--- src/rtl/dpw_pkg.sv ---
// Shared types for the paged DMA walker.
package dpw_pkg;

    typedef enum logic [2:0] {
        ST_IDLE,
        ST_CHECK,
        ST_ENT_REQ,
        ST_ENT_WAIT,
        ST_DAT_REQ,
        ST_DAT_WAIT
    } walk_state_t;

endpackage

--- src/rtl/dpw_chunk_calc.sv ---
// Combinational address arithmetic for one piece of a walk.
// It derives the page index, the in-page offset, the entry address, the
// physical burst address from a frame word, the piece length and the
// limit test. It assumes the table limit is given in bytes.
module dpw_chunk_calc #(
    parameter int ADDR_W    = 32,
    parameter int LEN_W     = 16,
    parameter int PAGE_BITS = 12,
    parameter int ENT_LOG2  = 3
) (
    input  logic [ADDR_W-1:0]  lin_addr,
    input  logic [LEN_W-1:0]   bytes_left,
    input  logic [ADDR_W-1:0]  tbl_base,
    input  logic [ADDR_W-1:0]  tbl_limit,
    input  logic [ADDR_W-1:0]  frame_word,
    output logic [ADDR_W-1:0]  ent_addr,
    output logic [ADDR_W-1:0]  phys_addr,
    output logic [PAGE_BITS:0] chunk_len,
    output logic               beyond_limit
);
    localparam int CHUNK_W = PAGE_BITS + 1;
    localparam int CMP_W   = LEN_W + CHUNK_W;
    localparam logic [CHUNK_W-1:0] PAGE_BYTES = CHUNK_W'(1) << PAGE_BITS;

    logic [PAGE_BITS-1:0] page_off;
    logic [ADDR_W-1:0]    page_idx;
    logic [ADDR_W-1:0]    max_entries;
    logic [CHUNK_W-1:0]   to_page_end;
    logic [CMP_W-1:0]     left_ext;
    logic [CMP_W-1:0]     end_ext;

    // Split the linear address into page index and offset.
    assign page_off    = lin_addr[PAGE_BITS-1:0];
    assign page_idx    = lin_addr >> PAGE_BITS;
    assign max_entries = tbl_limit >> ENT_LOG2;

    // Bytes left before the next page boundary.
    assign to_page_end = PAGE_BYTES - {1'b0, page_off};
    assign left_ext    = CMP_W'(bytes_left);
    assign end_ext     = CMP_W'(to_page_end);

    // Piece length, addresses and limit test.
    always_comb begin
        chunk_len    = (left_ext < end_ext) ? CHUNK_W'(bytes_left) : to_page_end;
        ent_addr     = tbl_base + (page_idx << ENT_LOG2);
        phys_addr    = frame_word + ADDR_W'(page_off);
        beyond_limit = (page_idx >= max_entries);
    end

endmodule

--- src/rtl/dpw_walk_fsm.sv ---
// Sequencer for one walk. It captures the request, checks each page
// against the table limit, issues the entry read, then the burst, and
// advances after the burst completes. It assumes that responses come at
// least one cycle after their request was accepted, and that the
// configuration inputs stay steady during a walk.
module dpw_walk_fsm
    import dpw_pkg::*;
#(
    parameter int ADDR_W    = 32,
    parameter int LEN_W     = 16,
    parameter int PAGE_BITS = 12
) (
    input  logic               clk,
    input  logic               rst_n,
    input  logic               start,
    input  logic [ADDR_W-1:0]  start_addr,
    input  logic [LEN_W-1:0]   xfer_len,
    input  logic               dir_write,
    // from the address calculator
    input  logic [ADDR_W-1:0]  calc_ent_addr,
    input  logic [ADDR_W-1:0]  calc_phys_addr,
    input  logic [PAGE_BITS:0] calc_chunk_len,
    input  logic               calc_beyond,
    // to the address calculator
    output logic [ADDR_W-1:0]  lin_addr,
    output logic [LEN_W-1:0]   bytes_left,
    // entry read port
    output logic               ent_req_valid,
    input  logic               ent_req_ready,
    output logic [ADDR_W-1:0]  ent_req_addr,
    input  logic               ent_rsp_valid,
    // data burst port
    output logic               mem_req_valid,
    input  logic               mem_req_ready,
    output logic [ADDR_W-1:0]  mem_req_addr,
    output logic [PAGE_BITS:0] mem_req_len,
    output logic               mem_req_write,
    input  logic               mem_done,
    // status
    output logic               busy,
    output logic               done,
    output logic               range_err,
    output logic [LEN_W-1:0]   done_count
);
    walk_state_t          state;
    logic [LEN_W-1:0]     len_req;
    logic [LEN_W-1:0]     moved;
    logic                 write_r;
    logic [ADDR_W-1:0]    ent_addr_r;
    logic [ADDR_W-1:0]    dat_addr_r;
    logic [PAGE_BITS:0]   dat_len_r;

    // Bytes still to move, fed to the calculator.
    assign bytes_left = len_req - moved;

    // Port drive from the registered state.
    assign busy          = (state != ST_IDLE);
    assign ent_req_valid = (state == ST_ENT_REQ);
    assign ent_req_addr  = ent_addr_r;
    assign mem_req_valid = (state == ST_DAT_REQ);
    assign mem_req_addr  = dat_addr_r;
    assign mem_req_len   = dat_len_r;
    assign mem_req_write = write_r;

    // Walk sequencing, request registers and end-of-walk pulses.
    always_ff @(posedge clk) begin
        if (!rst_n) begin
            state      <= ST_IDLE;
            lin_addr   <= '0;
            len_req    <= '0;
            moved      <= '0;
            write_r    <= 1'b0;
            ent_addr_r <= '0;
            dat_addr_r <= '0;
            dat_len_r  <= '0;
            done       <= 1'b0;
            range_err  <= 1'b0;
            done_count <= '0;
        end else begin
            done      <= 1'b0;
            range_err <= 1'b0;
            unique case (state)
                ST_IDLE: begin
                    if (start) begin
                        lin_addr <= start_addr;
                        len_req  <= xfer_len;
                        moved    <= '0;
                        write_r  <= dir_write;
                        state    <= ST_CHECK;
                    end
                end
                ST_CHECK: begin
                    if (moved == len_req) begin
                        done       <= 1'b1;
                        done_count <= moved;
                        state      <= ST_IDLE;
                    end else if (calc_beyond) begin
                        done       <= 1'b1;
                        range_err  <= 1'b1;
                        done_count <= moved;
                        state      <= ST_IDLE;
                    end else begin
                        ent_addr_r <= calc_ent_addr;
                        state      <= ST_ENT_REQ;
                    end
                end
                ST_ENT_REQ: begin
                    if (ent_req_ready) state <= ST_ENT_WAIT;
                end
                ST_ENT_WAIT: begin
                    if (ent_rsp_valid) begin
                        dat_addr_r <= calc_phys_addr;
                        dat_len_r  <= calc_chunk_len;
                        state      <= ST_DAT_REQ;
                    end
                end
                ST_DAT_REQ: begin
                    if (mem_req_ready) state <= ST_DAT_WAIT;
                end
                ST_DAT_WAIT: begin
                    if (mem_done) begin
                        lin_addr <= lin_addr + ADDR_W'(dat_len_r);
                        moved    <= moved + LEN_W'(dat_len_r);
                        state    <= ST_CHECK;
                    end
                end
                default: state <= ST_IDLE;
            endcase
        end
    end

endmodule

--- src/rtl/dpw_page_walker.sv ---
// Top of the paged DMA walker. It splits a linear transfer at page
// boundaries, reads one mapping entry per piece and issues one burst per
// piece. Only the frame word of each entry is used. It assumes steady
// table configuration during a walk.
module dpw_page_walker #(
    parameter int ADDR_W    = 32,
    parameter int LEN_W     = 16,
    parameter int PAGE_BITS = 12,
    parameter int ENT_LOG2  = 3
) (
    input  logic               clk,
    input  logic               rst_n,
    input  logic               start,
    input  logic [ADDR_W-1:0]  start_addr,
    input  logic [LEN_W-1:0]   xfer_len,
    input  logic               dir_write,
    input  logic [ADDR_W-1:0]  tbl_base,
    input  logic [ADDR_W-1:0]  tbl_limit,
    output logic               ent_req_valid,
    input  logic               ent_req_ready,
    output logic [ADDR_W-1:0]  ent_req_addr,
    input  logic               ent_rsp_valid,
    input  logic [ADDR_W-1:0]  ent_rsp_data,
    output logic               mem_req_valid,
    input  logic               mem_req_ready,
    output logic [ADDR_W-1:0]  mem_req_addr,
    output logic [PAGE_BITS:0] mem_req_len,
    output logic               mem_req_write,
    input  logic               mem_done,
    output logic               busy,
    output logic               done,
    output logic               range_err,
    output logic [LEN_W-1:0]   done_count
);
    logic [ADDR_W-1:0]  lin_addr;
    logic [LEN_W-1:0]   bytes_left;
    logic [ADDR_W-1:0]  calc_ent_addr;
    logic [ADDR_W-1:0]  calc_phys_addr;
    logic [PAGE_BITS:0] calc_chunk_len;
    logic               calc_beyond;

    dpw_chunk_calc #(
        .ADDR_W(ADDR_W), .LEN_W(LEN_W), .PAGE_BITS(PAGE_BITS), .ENT_LOG2(ENT_LOG2)
    ) u_calc (
        .lin_addr    (lin_addr),
        .bytes_left  (bytes_left),
        .tbl_base    (tbl_base),
        .tbl_limit   (tbl_limit),
        .frame_word  (ent_rsp_data),
        .ent_addr    (calc_ent_addr),
        .phys_addr   (calc_phys_addr),
        .chunk_len   (calc_chunk_len),
        .beyond_limit(calc_beyond)
    );

    dpw_walk_fsm #(
        .ADDR_W(ADDR_W), .LEN_W(LEN_W), .PAGE_BITS(PAGE_BITS)
    ) u_fsm (
        .clk           (clk),
        .rst_n         (rst_n),
        .start         (start),
        .start_addr    (start_addr),
        .xfer_len      (xfer_len),
        .dir_write     (dir_write),
        .calc_ent_addr (calc_ent_addr),
        .calc_phys_addr(calc_phys_addr),
        .calc_chunk_len(calc_chunk_len),
        .calc_beyond   (calc_beyond),
        .lin_addr      (lin_addr),
        .bytes_left    (bytes_left),
        .ent_req_valid (ent_req_valid),
        .ent_req_ready (ent_req_ready),
        .ent_req_addr  (ent_req_addr),
        .ent_rsp_valid (ent_rsp_valid),
        .mem_req_valid (mem_req_valid),
        .mem_req_ready (mem_req_ready),
        .mem_req_addr  (mem_req_addr),
        .mem_req_len   (mem_req_len),
        .mem_req_write (mem_req_write),
        .mem_done      (mem_done),
        .busy          (busy),
        .done          (done),
        .range_err     (range_err),
        .done_count    (done_count)
    );

endmodule

--- config.mk ---
export PLATFORM = sky130hd
export DESIGN_NAME = dpw_page_walker
export DESIGN_NICKNAME = d
export VERILOG_FILES = /design/src/rtl/dpw_pkg.sv /design/src/rtl/dpw_chunk_calc.sv /design/src/rtl/dpw_walk_fsm.sv /design/src/rtl/dpw_page_walker.sv
export SDC_FILE = /design/constraint.sdc
export NUM_CORES = 1
export LEC_CHECK = 0
export BUFFER_PORTS_ARGS = -buffer_cell sky130_fd_sc_hd__buf_2
export CORE_ASPECT_RATIO = 1.4
export CORE_MARGIN = 3
export CORE_UTILIZATION = 58
export CTS_CLUSTER_SIZE = 24
export DETAILED_ROUTE_END_ITERATION = 6
export PLACE_DENSITY = 0.85
export SYNTH_ARGS = -nofsm -noshare
export SYNTH_HDL_FRONTEND = slang
export SYNTH_SLANG_ARGS = --single-unit
--- constraint.sdc ---
create_clock -name clk -period 6.3 [get_ports clk]
set_input_delay 0.945 -clock clk [delete_from_list [all_inputs] [get_ports clk]]
set_output_delay 0.945 -clock clk [all_outputs]
set_load 0.005 [all_outputs]
**Word level (Yosys, flattened, before mapping)**

Cells that the tools add are included.

- Add/subtract/negate cells: 6
- Magnitude comparators: 2
- Eq/ne operators: 11
- Multiplexer cells: 19
- Bitwise logic cells: 4
- Reduce and logical (&&, ||, !) cells: 12

Operators by type and width:

| kind | number |
|---|---|
| 2-to-1 mux 16 bit | 4 |
| 2-to-1 mux 32 bit | 2 |
| case mux 32 bit (2 select lines) | 1 |
| adder 32 x 12 -> 32 bit | 1 |
| adder 32 x 13 -> 32 bit | 1 |
| adder 32 x 23 -> 32 bit | 1 |
| case mux 16 bit (2 select lines) | 1 |
| greater-or-equal comparator 20 x 29 -> 1 bit | 1 |
| 2-to-1 mux 3 bit | 6 |
| case mux 3 bit (6 select lines) | 1 |
| adder 16 x 13 -> 16 bit | 1 |
| == test 16 bit | 1 |
| < comparator 16 x 13 -> 1 bit | 1 |
| subtractor 16 bit | 1 |
| 2-to-1 mux 13 bit | 1 |
| subtractor 13 x 12 -> 13 bit, first input constant | 1 |
| AND reduction 2 bit | 4 |
| == test 3 x 2 -> 1 bit, second input constant | 2 |
| == test 3 bit, second input constant | 2 |
| != test 2 bit, second input constant | 3 |
| AND reduction 3 bit | 2 |
| AND reduction 5 bit | 1 |
| != test 2 x 1 -> 1 bit, second input constant | 2 |
| NOT 1 bit | 4 |
| 7 further kinds | 9 |

- Bits in registers: 163
- Bits of input ports: 152
- Output and inout bits: 99

**Depth between registers and ports, before layout**

Gate-level depths: netlist of run 1.

- Word-level depth: 4
- Mapped depth: 21
- Mapped depth without buffers: 19

**Hierarchy**

From an unflattened synthesis of run 1, not the netlist that was laid out.

- Cell total of the unflattened synthesis: 1490
- Area total of the unflattened synthesis: 11644.9 sq um

By module, submodules not included:

| module | times used | cells an instance | area each (sq um) | sequential area each (sq um) |
|---|---|---|---|---|
| dpw_walk_fsm | 1 | 1036 | 8204.1 | 3263.1 |
| dpw_chunk_calc | 1 | 454 | 3440.8 | 0.0 |

**Least setup slack after synthesis of run 1**

Ideal clock, no wire load.

- Path kind: reg-to-reg
- Start: reg u_fsm.moved[0]
- End: reg u_fsm.dat_len_r[10] (netlist: u_fsm.mem_req_len[10])
- Library setup time: 136 ps
- Data arrival time: 3396 ps
- Required time: 6164 ps
- Setup slack: 2767 ps
- Cell stages (with the launch flop): 21
- Buffers on the path: 2
- Period minus slack after synthesis: 3533 ps
- Cell sequence: dfxtp_1 ha_1 inv_1 fa_1 a21o_1 a22o_1 o21ai_0 nand2b_1 a21oi_1 xnor2_1 ha_1 a21oi_1 nor2b_1 o21ai_0 nand2b_1 a221oi_1 and2_1 clkbuf_1 clkbuf_1 a21o_1 a31oi_1

- Cells in the longest elaborated chain, start to end: 3

RTL lines:

| what | RTL line | source |
|---|---|---|
| from (decl) | dpw_walk_fsm.sv:47 | `logic [LEN_W-1:0] moved;` |
| from (signal assigned) | dpw_walk_fsm.sv:123 | `moved <= moved + LEN_W'(dat_len_r);` |
| subtractor 16 bit * | dpw_walk_fsm.sv:54 | `assign bytes_left = len_req - moved;` |
| < comparator 16 x 13 -> 1 bit | dpw_chunk_calc.sv:44 | `chunk_len = (left_ext < end_ext) ? CHUNK_W'(bytes_left) : to_page_end;` |
| 2-to-1 mux 13 bit * | dpw_chunk_calc.sv:44 |  |
| to (signal assigned) | dpw_walk_fsm.sv:113 | `dat_len_r <= calc_chunk_len;` |
| to (decl) | dpw_walk_fsm.sv:51 | `logic [PAGE_BITS:0] dat_len_r;` |

Every way passes the cells marked *; elsewhere a longest branch is shown, timed or not.
A chain may end at the register's enable or synchronous reset.

**Final worst setup path of run 1**

Ends and elaborated chain as after synthesis.

==> reports/metrics.yaml, run 1 <==
place:
  dp_hpwl_mm: 25.5
  pre_cts_slack_ns: 1.89
  gp_congestion: 0.941
  place_area_um2: 12600
  port_buffers: 247
route:
  dr.pass1.iters: 7
  num_vias: 11700
  vias_per_cell: 6.15
  wl_per_cell_um: 18.0
  drc: 0
  wl_mm: 34.3
  drtIter0Drc: 947
  ant_nets: 0
clock_tree:
  clockBufferDepth: 2
  cts_tree: "done"
  path_clk_slew_ns: 0.07
  cts_resized: 0
  cts-root-buf: "clkbuf_16"
  cts_hold_buffers: 0
  clock_latency_ns: 0.44
  htreeDepth: 4
  numCtsBuffers: 17
  postCtsSetupBuffers: 0
  clkSinkCount: 163
cells_and_area:
  area_delta_synth_final_pct: 17.9
  fin_nets: 1905
  final_cell_area_um2: 13300
  fillCellCount: 1573
  drive_gt1_frac: 0.190
timing:
  grt_setup_unrepaired: "no"
  final-setup-viol-count: 0
  period_needed_ns: 4.22
  finClkSkew_ns: 0.0119
  fin_tns_setup_ns: 0
  fmax_mhz: 237
  slew_headroom: 0.243
  worst-slew-pin-transition_ns: 1.13
  setup_ws_ns: 2.08
  hold_violations: 0
  min_period_over_period: 0.670
  drv_slew: 0
critical_path:
  path_class: "reg -> reg"
  r2r_start: "u_fsm.moved[0]$_SDFFE_PN0P_"
  rr_worst_depth: 18
  cp.required_ns: 6.58
  r2r_end: "u_fsm.mem_req_len[10]$_SDFFE_PN0P_"
  cp_max_fo: 23
  arrival_ns: 4.51
  crit_path_start_kind: "flip-flop"
  r2r_slack_ns: 2.08
  cp-end-kind: "flip-flop"
synth:
  syn_area_per_cell_um2: 7.87
  synth-seq-cells: 163
  synth_flop_cell: "dfxtp_1"
  synth_cell_types: 73
  synth_top_family_by_area: "compound AO/OA/AOI/OAI gates"
  synthArstFlopShare: 0
  synthMuxAreaShare: 0.0223
  ys_seq_area_frac: 0.290
  synthCells: 1429
  synth_edf_count: 0
  synthAdderAreaFrac: 0.127
  synth_simple_gate_area_frac: 0.211
  synthXorXnorAreaFrac: 0.0522
  syn-num-nets: 1692
  yosysWarnings: 0
  syn_area_um2: 11200
  synth_compound_area_frac: 0.246
floorplanning:
  die_h_um: 171
  pin_count: 251
  rows: 59
  fp.dieArea_um2: 21100
  fp.dieW_um: 124
  start_util: 0.597
  core_area_um2: 18800
pwr:
  powerDensity_nw_per_um2: 270
  p_leak_nw: 6.09
  vdd_drop_max_mv: 0.177
min_path:
  whs_endpoint: "u_fsm.ent_req_addr[6]$_SDFFE_PN0P_"
  worstHoldPathCells: 2
  min_path_type: "reg -> reg"
  min_from: "u_fsm.ent_req_addr[6]$_SDFFE_PN0P_"
global_routing:
  grt_pass1_wl_mm: 53.2
  grt_pass1_vias: 10800
  antenna_found_initial: 7
  grt_overflow: 0
  track_usage: 0.314
  grt_start_max_net_pins: 98
outcome:
  outcome: "finished clean"
job:
  drv_cap: 0
## critical path, cell delays in order (launching register included)
cell      delay [ns]
dfxtp_1         0.45
ha_1            0.21
inv_1           0.06
fa_1            0.41
a21o_1          0.20
a22o_1          0.22
o21ai_0         0.15
nand2b_1        0.08
a21oi_1         0.20
xnor2_1         0.16
ha_1            0.23
a21oi_1         0.14
nor2b_1         0.06
o21ai_0         0.14
nand2b_1        0.08
a221oi_1        0.31
and2_1          0.67
a21o_1          0.22
a31oi_1         0.08
## kinds of logic after synthesis
| group | Yosys count |
|---|---|
| xor gates and xnor gates | 67 |
| AOI/OAI and AO/OA | 430 |
| buffers and inverters | 144 |
| DFF | 163 |
| adders and majority gates | 111 |
| muxes | 25 |
| and+or+nand+nor | 489 |
## metrics by stage
stage / hold slack (ns) / cells / total power [mW] / utilization
floorplan: 0.436 / 1429 / 2.10 / -
global placement: 0.435 / 1867 / 2.38 / 0.670
global route: 0.469 / 1904 / 3.79 / 0.704
detailed placement: 0.442 / 1867 / 2.41 / 0.670
CTS: 0.450 / 1899 / 3.57 / 0.704
finish: 0.450 / 1905 / 3.58 / 0.705
## sequential cells by signal, indices dropped and copies added, names as in the netlist
register / flops
u_fsm.range_err: 1
u_fsm.done_count: 16
u_fsm.lin_addr: 32
u_fsm.ent_req_addr: 32
u_fsm.mem_req_write: 1
u_fsm.mem_req_len: 13
u_fsm.done: 1
u_fsm.moved: 16
u_fsm.mem_req_addr: 32
u_fsm.len_req: 16
u_fsm.state: 3
## per-layer routing
layer | up-vias | global-route usage | part of all wire
met1 | 5439 | 0.354 | 0.38
met5 | - | 0 | 0.00061
met3 | 111 | 0.0476 | 0.060
met4 | 4 | 0.170 | 0.051
met2 | 468 | 0.561 | 0.50
li1 | 5690 | - | -
## cells in the final DEF (no fill, tap or decap), types with 7 or more instances in the layout
master,Yosys,final
a211oi_1,11,11
a21o_1,29,29
a21oi_1,132,132
a22oi_1,22,22
a311oi_1,10,10
a31oi_1,38,38
and2_1,8,7
and3_1,16,16
buf_2,9,247
buf_4,1,11
clkbuf_16,0,17
dfxtp_1,163,163
ha_1,106,106
inv_1,78,78
mux2i_1,25,25
nand2_1,148,148
nand2b_1,10,10
nand3_1,67,67
nand4_1,20,20
nor2_1,103,101
nor2b_1,13,13
nor3_1,21,21
nor4_1,17,17
o211ai_1,12,12
o21a_1,12,12
o21ai_0,79,79
o21bai_1,9,9
o31ai_1,12,12
or2_2,7,7
or3_1,30,30
or4_1,10,10
xnor2_1,44,44
xor2_1,23,23
## cells in the mapped netlist (all sizes together) (11+ instances only)
cell	count	area (µm²)
a211oi	11	82.6
a21o	29	218
a21oi	134	686
a22oi	22	165
a311oi	11	103
a31oi	40	272
and3	16	100
buf	17	101
clkbuf	47	176
dfxtp	163	3260
ha	106	1330
inv	78	293
mux2i	25	250
nand2	148	556
nand3	68	345
nand4	20	125
nor2	104	393
nor2b	13	81.3
nor3	21	105
nor4	17	106
o211ai	12	90.1
o21a	12	90.1
o21ai	84	424
o31ai	12	90.1
or3	30	188
or4	11	86.3
xnor2	44	385
xor2	23	201
## cell type report
type                            instances  area (µm²)  share of cell area
Clock buffer                           18         429              0.0324
Sequential cell                       163        3260               0.246
Multi-Input combinational cell       1122        7410               0.559
Clock inverter                         14         214              0.0161
Antenna cell                            6        15.0             0.00113
Timing Repair Buffer                  258        1320              0.0994
Tap cell                              244         305              0.0230
Inverter                               80         303              0.0228
## how the worst max path moves through the flow
stage,from,cells past startpoint,end,slack (ns)
2_1_floorplan,u_fsm.moved[0]$_SDFFE_PN0P_,20,u_fsm.mem_req_len[10]$_SDFFE_PN0P_,2.77
3_3_place_gp,tbl_limit[15],11,u_fsm.done_count[5]$_SDFFE_PN0P_,2.00
3_5_place_dp,tbl_limit[15],11,u_fsm.done_count[9]$_SDFFE_PN0P_,1.89
4_1_cts,u_fsm.moved[0]$_SDFFE_PN0P_,18,u_fsm.mem_req_len[10]$_SDFFE_PN0P_,2.10
5_1_grt,u_fsm.moved[0]$_SDFFE_PN0P_,18,u_fsm.mem_req_len[12]$_SDFFE_PN0P_,1.75
6_report,u_fsm.moved[0]$_SDFFE_PN0P_,18,u_fsm.mem_req_len[10]$_SDFFE_PN0P_,2.08
## where the power goes
group | switching (mW) | total, mW | internal [mW]
logic | 0.715 | 1.20 | 0.483
registers | 0.0992 | 1.22 | 1.12
clock network | 0.484 | 1.16 | 0.679
total | 1.30 | 3.58 | 2.28
No activity file was read; power rests on OpenSTA's default activity.
==> run 2: changes to the inputs <==
--- a/config.mk
+++ b/config.mk
@@ -8,10 +8,10 @@
 export BUFFER_PORTS_ARGS = -buffer_cell sky130_fd_sc_hd__buf_2
 export CORE_ASPECT_RATIO = 1.4
 export CORE_MARGIN = 3
-export CORE_UTILIZATION = 58
+export CORE_UTILIZATION = 56
 export CTS_CLUSTER_SIZE = 24
 export DETAILED_ROUTE_END_ITERATION = 6
-export PLACE_DENSITY = 0.85
+export PLACE_DENSITY = 0.82
 export SYNTH_ARGS = -nofsm -noshare
 export SYNTH_HDL_FRONTEND = slang
 export SYNTH_SLANG_ARGS = --single-unit
==> constraint.sdc (replaced) <==
create_clock -name clk -period 4.25 [get_ports clk]
set_input_delay 0.6375 -clock clk [delete_from_list [all_inputs] [get_ports clk]]
set_output_delay 0.6375 -clock clk [all_outputs]
set_load 0.005 [all_outputs]
==> run 2 against run 1 <==
Compared with the run above: sequential cell count did not move; clock power rose by 40%; first-iteration DRC count fell by 18%; critical path type unchanged; via count fell by 1.1%; sequential share of layout area fell by 0.058 points; global-route usage fell by 1.4 points; register-to-register slack got worse by 1.5 ns; non-clock buffer count rose by 5; critical endpoint is now u_fsm.mem_req_len[11]$_SDFFE_PN0P_; sequential power rose by 48%; critical path depth rose by 1.
==> reports/metrics.yaml, run 2 (synthesis gave the netlist of run 1 again) <==
outcome:
  outcome: "finished clean"
place:
  gp_congestion: 0.956
  pre_cts_slack_ns: 0.650
  dp_hpwl_mm: 25.8
  numPlacedInstances: 1876
  port_buffers: 247
critical_path:
  arrival_ns: 3.96
  rr_worst_depth: 19
  cp-end-kind: "flip-flop"
  r2r_slack_ns: 0.58
  path_class: "reg -> reg"
  cp.required_ns: 4.54
  cp_max_fo: 12
  path_cells: "ha_1 -> inv_1 -> fa_1 -> a21o_1 -> a22o_1 -> o21ai_0 -> nand2b_1 -> a21oi_1 -> xnor2_1 -> ha_1 -> a21oi_1 -> nor2b_1 -> o21ai_0 -> nand2b_1 -> a221oi_1 -> and2_1 -> buf_4 -> a21o_1 -> a31oi_1"
  crit_path_start_kind: "flip-flop"
  r2r_end: "u_fsm.mem_req_len[11]$_SDFFE_PN0P_"
  critPathSlowestCell: "dfxtp_1"
  max_stage_delay_ns: 0.40
  r2r_start: "u_fsm.moved[0]$_SDFFE_PN0P_"
cells_and_area:
  area_delta_synth_final_pct: 18.2
  multi_input_area_um2: 7410
  instances_no_fill: 1915
  fillCellCount: 1721
  fin_nets: 1910
  layout_commonest_cell: "buf_2"
  final_cell_mix: "247 x buf_2, 163 x dfxtp_1, 148 x nand2_1, 132 x a21oi_1, 106 x ha_1"
  regArea_um2: 3260
  drive_gt1_frac: 0.193
  final_util: 0.684
clock_tree:
  cts_tree: "done"
  cts_resized: 0
  postCtsSetupBuffers: 0
  clockBufferDepth: 2
  clkSinkCount: 163
  cts-root-buf: "clkbuf_16"
  clock_latency_ns: 0.45
  cts_hold_buffers: 0
  htreeDepth: 4
  numCtsBuffers: 17
  path_clk_slew_ns: 0.07
pwr:
  vdd_drop_max_mv: 0.294
  powerDensity_nw_per_um2: 394
  p_leak_nw: 6.10
timing:
  hold-worst-slack_ns: 0.424
  period_needed_ns: 3.67
  fin_tns_setup_ns: 0
  slew_headroom: 0.396
  hold_violations: 0
  final-setup-viol-count: 0
  grt_setup_unrepaired: "no"
  drv_slew: 0
  worst-slew-pin-transition_ns: 0.884
  min_period_over_period: 0.863
  finClkSkew_ns: 0.0123
  setup_ws_ns: 0.582
  fmax_mhz: 273
route:
  wl_per_cell_um: 17.8
  wl_mm: 34.2
  drc: 0
  vias_per_cell: 6.05
  ant_nets: 0
  num_vias: 11600
  dr.pass1.iters: 7
  drtIter0Drc: 778
global_routing:
  track_usage: 0.301
  antenna_found_initial: 6
  grt_pass1_vias: 11100
  grt_pass1_wl_mm: 54.1
  grt_start_max_net_pins: 69
  grt_overflow: 0
floorplanning:
  fp.dieW_um: 126
  pin_count: 251
  core_area_um2: 19400
  rows: 60
  die_h_um: 174
  fp.dieArea_um2: 21800
  start_util: 0.578
job:
  drv_cap: 0
min_path:
  worstHoldPathCells: 3
  min_from: "xfer_len[8]"
  whs_endpoint: "u_fsm.len_req[8]$_SDFFE_PN0P_"
  min_path_type: "in -> reg"
run 2: cell count changes in the layout (fill, tap and decap cells not counted):
cell	change
inv_6	+1
inv_8	-1
buf_4	+3
clkinv_2	+1
clkbuf_1	-1
diode_2	+1
bufinv_16	-2
buf_12	+2
clkinv_4	+1
clkbuf_8	+1
run 2: worst max path at each step:
stage | from | to | slack, ns | cells after the start
CTS | u_fsm.moved[0]$_SDFFE_PN0P_ | u_fsm.mem_req_len[11]$_SDFFE_PN0P_ | 0.60 | 19
floorplan | u_fsm.moved[0]$_SDFFE_PN0P_ | u_fsm.mem_req_len[10]$_SDFFE_PN0P_ | 0.72 | 20
global placement | u_fsm.moved[0]$_SDFFE_PN0P_ | u_fsm.mem_req_len[12]$_SDFFE_PN0P_ | 0.69 | 19
global route | u_fsm.moved[1]$_SDFFE_PN0P_ | u_fsm.mem_req_len[11]$_SDFFE_PN0P_ | 0.27 | 18
finish | u_fsm.moved[0]$_SDFFE_PN0P_ | u_fsm.mem_req_len[11]$_SDFFE_PN0P_ | 0.58 | 19
detailed placement | u_fsm.moved[0]$_SDFFE_PN0P_ | u_fsm.mem_req_len[11]$_SDFFE_PN0P_ | 0.65 | 19
run 2: report_power, final:
part	total [mW]	switching (mW)	internal [mW]	leakage, nW
registers	1.81	0.147	1.66	1.33
clock network	1.62	0.720	0.900	0.296
logic	1.81	1.06	0.745	4.48
run 2: layout make-up:
| class | instances | area share |
|---|---|---|
| Inverter | 80 | 0.0228 |
| Antenna cell | 7 | 0.00132 |
| Timing Repair Buffer | 263 | 0.104 |
| Tap cell | 248 | 0.0233 |
| Clock buffer | 18 | 0.0330 |
| Clock inverter | 14 | 0.0124 |
| Multi-Input combinational cell | 1122 | 0.558 |
| Sequential cell | 163 | 0.245 |
run 2: worst max-delay path: cells and delay by family (launching register included):
kind,cells,cell delay (ns)
flops,1,0.40
compound gates,9,1.54
fa+ha+maj,3,0.82
simple gates,4,0.40
xor+xnor,1,0.12
buf+inv,2,0.23
run 2: per-layer routing:
| layer | GRT usage | part of all wire | wire length (µm) | vias to the layer above |
|---|---|---|---|---|
| met5 | 0 | 0 | 0 | - |
| met4 | 0.137 | 0.039 | 1350 | 0 |
| met3 | 0.0441 | 0.056 | 1920 | 82 |
| met2 | 0.548 | 0.51 | 17600 | 416 |
| met1 | 0.343 | 0.39 | 13300 | 5405 |
| li1 | - | - | - | 5684 |
run 2: per-stage QoR:
stage                     power (mW)  area, µm²
after floorplan                 3.11      11200
after global placement          3.57      12700
after detailed placement        3.61      12700
after CTS                       5.22      13300
after global routing            5.55      13300
final                           5.24      13300
==> run 3: changes to the inputs <==
--- a/config.mk
+++ b/config.mk
@@ -8,10 +8,9 @@
 export BUFFER_PORTS_ARGS = -buffer_cell sky130_fd_sc_hd__buf_2
 export CORE_ASPECT_RATIO = 1.4
 export CORE_MARGIN = 3
-export CORE_UTILIZATION = 56
+export CORE_UTILIZATION = 25
 export CTS_CLUSTER_SIZE = 24
 export DETAILED_ROUTE_END_ITERATION = 6
-export PLACE_DENSITY = 0.82
 export SYNTH_ARGS = -nofsm -noshare
 export SYNTH_HDL_FRONTEND = slang
 export SYNTH_SLANG_ARGS = --single-unit
==> run 3 against run 2 <==
Compared with the run above: combinational power about the same; power increased by 0.14%; die area up 120%; clock skew increased by 0.0043 ns; routed wire length grew 15%; via count fell by 2.2%; final cell count grew 16%; sequential power hardly changed.
==> reports/metrics.yaml, run 3 (synthesis gave the netlist of run 1 again) <==
clock_tree:
  cts_resized: 0
  cts_tree: "done"
  clock_latency_ns: 0.45
  path_clk_slew_ns: 0.08
  cts_hold_buffers: 0
  numCtsBuffers: 17
  clockBufferDepth: 2
  htreeDepth: 4
  postCtsSetupBuffers: 0
  clkSinkCount: 163
  cts-root-buf: "clkbuf_16"
place:
  pre_cts_slack_ns: 0.473
  port_buffers: 247
  numPlacedInstances: 2187
  dp_hpwl_mm: 31.0
  gp_congestion: 0.910
global_routing:
  track_usage: 0.160
  grt_start_max_net_pins: 80
  grt_pass1_vias: 10700
  grt_pass1_wl_mm: 59.4
  grt_overflow: 0
  antenna_found_initial: 9
critical_path:
  cp.required_ns: 4.53
  crit_path_start_kind: "flip-flop"
  path_cells: "ha_1 -> inv_1 -> fa_1 -> a21o_1 -> a22o_1 -> o21ai_0 -> nand2b_1 -> a21oi_1 -> xnor2_1 -> ha_1 -> a21oi_1 -> nor2b_1 -> o21ai_0 -> nand2b_1 -> a221oi_1 -> and2_1 -> buf_4 -> a21o_1 -> a31oi_1"
  max_stage_delay_ns: 0.41
  cp_num_buf_inv: 2
  arrival_ns: 4.12
  cp_top_family: "compound AO/OA/AOI/OAI gates"
  cp_max_fo: 21
  cp-end-kind: "flip-flop"
  path_class: "reg -> reg"
  critPathSlowestCell: "fa_1"
cells_and_area:
  instances_no_fill: 2224
  area_delta_synth_final_pct: 21.6
  fin_nets: 1911
  final_cell_mix: "247 x buf_2, 163 x dfxtp_1, 148 x nand2_1, 132 x a21oi_1, 106 x ha_1"
  layout_commonest_cell: "buf_2"
  drive_gt1_frac: 0.194
floorplanning:
  rows: 91
  start_util: 0.254
  fp.dieArea_um2: 47600
  die_h_um: 257
  core_area_um2: 44300
  pin_count: 251
  fp.dieW_um: 185
timing:
  grt_setup_unrepaired: "no"
  setup_ws_ns: 0.411
  period_needed_ns: 3.84
  drv_slew: 0
  fmax_mhz: 261
  finClkSkew_ns: 0.0166
  hold-worst-slack_ns: 0.421
  final-setup-viol-count: 0
  min_period_over_period: 0.903
  hold_violations: 0
  slew_headroom: 0.366
  fin_tns_setup_ns: 0
  worst-slew-pin-transition_ns: 0.949
route:
  vias_per_cell: 5.10
  wl_per_cell_um: 17.7
  drtIter0Drc: 534
  drc: 0
  ant_nets: 0
  dr.pass1.iters: 5
  wl_mm: 39.3
  num_vias: 11300
pwr:
  vdd_drop_max_mv: 0.284
  p_leak_nw: 6.10
  powerDensity_nw_per_um2: 383
  power.total_mw: 5.24
job:
  drv_cap: 0
min_path:
  min_path_type: "in -> reg"
outcome:
  outcome: "finished clean"
[run 3: layer usage]
layer  vias up  track usage  wire [µm]
li1       5700            -          -
met1      5287        0.181      16000
met2       290        0.288      20100
met3        55       0.0337       1980
met4         2       0.0674       1210
met5         -            0         13
[run 3: final cells by class]
type	instances	area, µm²
tap	558	698
antenna	5	12.5
multi-input combinational	1122	7420
fill	4727	30600
inverter	80	303
sequential	163	3260
timing repair buffer	264	1380
clock inverter	14	165
clock buffer	18	439
[run 3: worst reg2reg max path: cells and delay by family (launching register included)]
kind                     cells  cell delay, ns
AO/OA/AOI/OAI                9            1.57
XOR/XNOR                     1            0.15
buffers and inverters        2            0.30
flip-flops                   1            0.39
AND/OR/NAND/NOR              4            0.44
adder cells (fa/ha/maj)      3            0.82
[run 3: worst paths after layout]
check / from / endpoint / slack [ns] / cells after the start
setup / recovery: u_fsm.moved[0]$_SDFFE_PN0P_ / u_fsm.mem_req_len[9]$_SDFFE_PN0P_ / 0.41 / 19
hold / removal: xfer_len[11] / u_fsm.len_req[11]$_SDFFE_PN0P_ / 0.42 / 3
setup reg to reg: u_fsm.moved[0]$_SDFFE_PN0P_ / u_fsm.mem_req_len[9]$_SDFFE_PN0P_ / 0.41 / 19
hold reg to reg: u_fsm.ent_req_addr[14]$_SDFFE_PN0P_ / u_fsm.ent_req_addr[14]$_SDFFE_PN0P_ / 0.45 / 2
[run 3: stage by stage]
step,utilization,instance area (µm²)
after floorplan,-,11200
after global placement,0.295,13100
after detailed placement,0.295,13100
after CTS,0.309,13700
after global routing,0.309,13700
final,0.309,13700
[run 3: report_power, final]
group / internal, mW / switching (mW) / total (mW)
clock network: 0.855 / 0.764 / 1.62
registers: 1.66 / 0.152 / 1.81
logic: 0.733 / 1.08 / 1.81
